===== config.mk =====
export PLATFORM = sky130hd
export DESIGN_NAME = intr_dest_resolver
export DESIGN_NICKNAME = d
export VERILOG_FILES = /design/src/rtl/intr_dest_resolver.sv
export SDC_FILE = /design/constraint.sdc
export NUM_CORES = 1
export LEC_CHECK = 0
export ABC_AREA = 1
export BUFFER_PORTS_ARGS = -buffer_cell sky130_fd_sc_hd__buf_2
export CAP_MARGIN = 15
export CORE_AREA = 2 2 95 97
export CTS_CLUSTER_DIAMETER = 200
export DETAILED_ROUTE_END_ITERATION = 6
export DIE_AREA = 0 0 97 99
export PLACE_DENSITY_LB_ADDON = 0.3
export SYNTH_ARGS = -nofsm -noshare
export SYNTH_HDL_FRONTEND = slang
export SYNTH_SLANG_ARGS = --single-unit

===== constraint.sdc =====
create_clock -name clk -period 1.75 [get_ports clk]
set_input_delay 0.0875 -clock clk [delete_from_list [all_inputs] [get_ports clk]]
set_output_delay 0.0875 -clock clk [all_outputs]
set_load 0.01 [all_outputs]

===== src/rtl/intr_dest_resolver.sv =====
module intr_dest_resolver #(
  parameter int N_AGENTS = 8
) (
  input  logic                          clk,
  input  logic                          rst_n,
  input  logic                          cmd_valid,
  input  logic [63:0]                   cmd_word,
  input  logic [$clog2(N_AGENTS)-1:0]   sender_idx,
  input  logic [N_AGENTS*8-1:0]         agent_id,
  input  logic [N_AGENTS*8-1:0]         agent_ldest,
  input  logic [N_AGENTS*4-1:0]         agent_fmt,
  output logic                          res_valid,
  output logic [N_AGENTS-1:0]           deliver_mask,
  output logic [N_AGENTS-1:0]           arb_reload_mask
);
  localparam int DW = 8;
  localparam int FW = 4;
  localparam logic [N_AGENTS-1:0] ALL = '1;
  localparam logic [N_AGENTS-1:0] ONE = 1;
  localparam logic [FW-1:0] FMT_FLAT    = 4'hF;
  localparam logic [FW-1:0] FMT_CLUSTER = 4'h0;

  wire [DW-1:0] dest      = cmd_word[63:56];
  wire [1:0]    shorthand = cmd_word[19:18];
  wire          logical   = cmd_word[11];
  wire [2:0]    dmode     = cmd_word[10:8];
  wire          init_deassert = (dmode == 3'd5) && !cmd_word[14] && cmd_word[15];

  logic [N_AGENTS-1:0] phys_hit, log_hit;

  genvar i;
  generate
    for (i = 0; i < N_AGENTS; i++) begin : g_agent
      wire [DW-1:0] id_i  = agent_id[i*DW +: DW];
      wire [DW-1:0] ld_i  = agent_ldest[i*DW +: DW];
      wire [FW-1:0] fmt_i = agent_fmt[i*FW +: FW];
      wire flat_m  = |(dest & ld_i);
      wire clust_m = (dest[7:4] == ld_i[7:4]) && |(dest[3:0] & ld_i[3:0]);
      assign phys_hit[i] = (id_i == dest);
      assign log_hit[i]  = (fmt_i == FMT_FLAT)    ? flat_m :
                           (fmt_i == FMT_CLUSTER) ? clust_m : 1'b0;
    end
  endgenerate

  wire [N_AGENTS-1:0] phys_first = phys_hit & (~phys_hit + ONE);
  wire [N_AGENTS-1:0] addr_sel   = logical ? log_hit :
                                   (dest == 8'hFF) ? ALL : phys_first;
  wire [N_AGENTS-1:0] self_bit   = ONE << sender_idx;

  logic [N_AGENTS-1:0] sel;
  always_comb begin
    case (shorthand)
      2'd0:    sel = addr_sel;
      2'd1:    sel = self_bit;
      2'd2:    sel = ALL;
      default: sel = ALL & ~self_bit;
    endcase
  end

  wire [N_AGENTS-1:0] lowest = sel & (~sel + ONE);
  wire [N_AGENTS-1:0] del_d  = init_deassert ? '0 :
                               (dmode == 3'd1) ? lowest : sel;
  wire [N_AGENTS-1:0] arb_d  = init_deassert ? sel : '0;

  always_ff @(posedge clk) begin
    if (!rst_n) begin
      res_valid       <= 1'b0;
      deliver_mask    <= '0;
      arb_reload_mask <= '0;
    end else begin
      res_valid       <= cmd_valid;
      deliver_mask    <= cmd_valid ? del_d : '0;
      arb_reload_mask <= cmd_valid ? arb_d : '0;
    end
  end
endmodule


==> impl_metrics.csv <==
group,metric,value,unit
status,status,"completed",
setup_path,crit_fanout,11,
global_route,grt_pass1_wl,17300,µm
timing,fin_ws,179,ps
placement,io_buffers,198,
power,power.density,346,nW/µm²
power,peakVddDrop,0.000242,V
global_route,grt_max_degree,15,
yosys,synth_area,3210,µm²
floorplan,io-pin-count,247,
detailed_routing,wl_per_cell,12.1,µm
setup_path,setup.worst_path.class,"in2reg",
floorplan,die_y,99,µm
global_route,grt-ovfl-total,0,
placement,placed_area,4450,µm²
setup_path,start_kind,"input port",
global_route,grt_pass1_vias,3985,
yosys,synth_seq_cells,17,
yosys,synth_compound_area_share,6.23,%
timing,clock.fmax,0.636,GHz
yosys,yosys.area_share.adder,12.5,%
global_route,grt_usage,21.6,%
cells_and_area,n_fill_cell,886,
yosys,syn_area_per_cell,5.78,µm²
floorplan,chipWidth,97,µm
power,p_leak,0.00265,µW
yosys,yosysSeqAreaShare,10.6,%
detailed_routing,num_vias,4155,
yosys,ys_types,34,
placement,dp.cells,881,
cells_and_area,final_common_cell,"nand2_1",
cells_and_area,drive_above_1_share,34.1,%
clocking,cts_tree,"built",
clocking,cts_hold_buf,0,
yosys,synthCells,556,
cells_and_area,final_cell_mix,"nand2_1 (202), buf_2 (192), nor2_1 (68)",
job,drv_cap,0,
floorplan,core-area,8550,µm²
cells_and_area,stdcell_area,4540,µm²
timing,final_hold_viol_count,0,
detailed_routing,avgViaCountPerCell,4.69,
placement,gp_routability_congestion,0.837,
cells_and_area,post-route-util,53.1,%
timing,tightest_slew,402,ps
detailed_routing,drt_iter0_drc,112,
timing,relSlewSlack,73.1,%
yosys,syn_nets,818,
cells_and_area,final_cells,885,
placement,dp_hpwl,9680,µm
global_route,antenna_found_initial,1,
yosys,yosysWarnings,0,
clocking,clockRootBuffer,"clkbuf_8",
clocking,htree_levels,1,
cells_and_area,area_growth,41.3,%
floorplan,row_count,34,
floorplan,start_util,37.6,%
setup_path,cp.arrival,1750,ps
clocking,clk_path_buf_depth,2,
timing,period_minus_slack,1570,ps
detailed_routing,dr.pass1.iters,5,
yosys,synth_mux_area_share,0,%
clocking,cts.sinks,17,
clocking,cts_buffers,3,
setup_path,required,1930,ps
detailed_routing,ant_nets,0,
cells_and_area,final_nets,1040,
timing,setup_viol,0,
detailed_routing,wirelength,10700,µm
timing,slew_viol_final,0,
timing,rsz0062_at_grt,"no",
yosys,synth_simple_gate_area_share,46.7,%
setup_path,critPathCaptureType,"register",
yosys,synth_top_family_by_area,"simple AND/OR/NAND/NOR gates",
yosys,synth_xor_area_share,11.2,%
floorplan,die_area,9600,µm²
placement,place_ws,-140,ps
detailed_routing,drcViolationCount,0,
timing,fin_setup_tns,0,ps
clocking,clk_pin_slew_worst_paths,60,ps
timing,fin_crit_sh,89.8,%
cells_and_area,antennaDiodeCount,0,
worst_hold_path,min-delay-path-class,"in2reg",
cell type report:
type	instances	area [µm²]	area share, %
Tap cell	108	135	2.98
Multi-Input combinational cell	461	2480	54.7
Clock buffer	3	41.3	0.910
Timing Repair Buffer	232	1290	28.5
Clock inverter	1	5.00	0.110
Inverter	63	240	5.29
Sequential cell	17	340	7.50
through the flow:
stage | total power [µW] | hold WS (ps)
detailed placement | 1290 | 315
floorplan | 890 | 218
finish | 1570 | 71.2
global placement | 1270 | 318
global route | 1710 | 122
CTS | 1570 | 61.0
synth_stat cells:
library cell,count,share of area [%]
xor2_1,13,3.5
o211ai_1,2,0.47
and2_1,2,0.39
inv_2,4,0.47
nor3_1,11,1.7
ha_1,32,12
dfxtp_1,17,11
clkinv_2,1,0.16
nor2_1,69,8.1
a211oi_1,1,0.23
xnor2_1,28,7.6
nand4_1,13,2.5
a31oi_1,3,0.58
inv_1,57,6.7
nand3b_1,1,0.23
nand2_1,202,24
a22o_1,1,0.27
nand2_2,8,1.6
buf_6,11,3.9
o41ai_1,1,0.27
nor2_4,1,0.35
nand3_2,1,0.31
or2_1,2,0.39
a21oi_1,13,2.0
inv_4,1,0.19
o21ai_0,10,1.6
nor2_2,6,1.2
a221oi_1,3,0.82
nor3b_1,1,0.23
or2_2,2,0.39
buf_2,3,0.47
bufbuf_16,1,1.0
nand3_1,27,4.2
nor4_1,8,1.6
timing repair:
action | 4_1_cts | 5_1_grt
buffers inserted | 0 | 0
resized for setup | 0 | 18
endpoints found under the setup margin | 0 | 5
routing by layer:
layer / wire (µm) / global-route usage (%) / vias to the layer above
met3: 564 / 1.91 / 14
met1: 4580 / 25.9 / 1804
met2: 5410 / 41.6 / 130
li1: - / - / 2205
met4: 175 / 4.88 / 2
met5: 13 / 0 / -
worst max-delay path: stages:
cell	delay (ps)
buf_2	190
buf_4	190
nand2_1	50
nand2_1	50
nor2_1	200
nand3b_1	150
nand3_1	110
nand3_1	110
nand3_1	130
nor2_2	160
nor2_4	50
nor2_2	90
nand2_1	70
nor2_1	100
final timing paths:
kind,end,slack [ps],cells after the start,start
max,deliver_mask[6],180,14,cmd_word[56]
min,res_valid,70,3,cmd_valid
cell families after synthesis:
family,after synthesis
simple gates,354
buf+inv,78
xor+xnor,41
compound gates,34
fa+ha+maj,32
flops,17
registers in the layout (all words and copies together), names as in the netlist:
| signal | flops |
|---|---|
| arb_reload_mask | 8 |
| deliver_mask | 8 |
| res_valid | 1 |
power breakdown:
| part | internal (µW) | switching, µW | total, µW |
|---|---|---|---|
| Clock | 157 | 120 | 278 |
| Sequential | 399 | 2.76 | 402 |
| Combinational | 427 | 462 | 890 |
No activity file was read; power rests on OpenSTA's default activity.
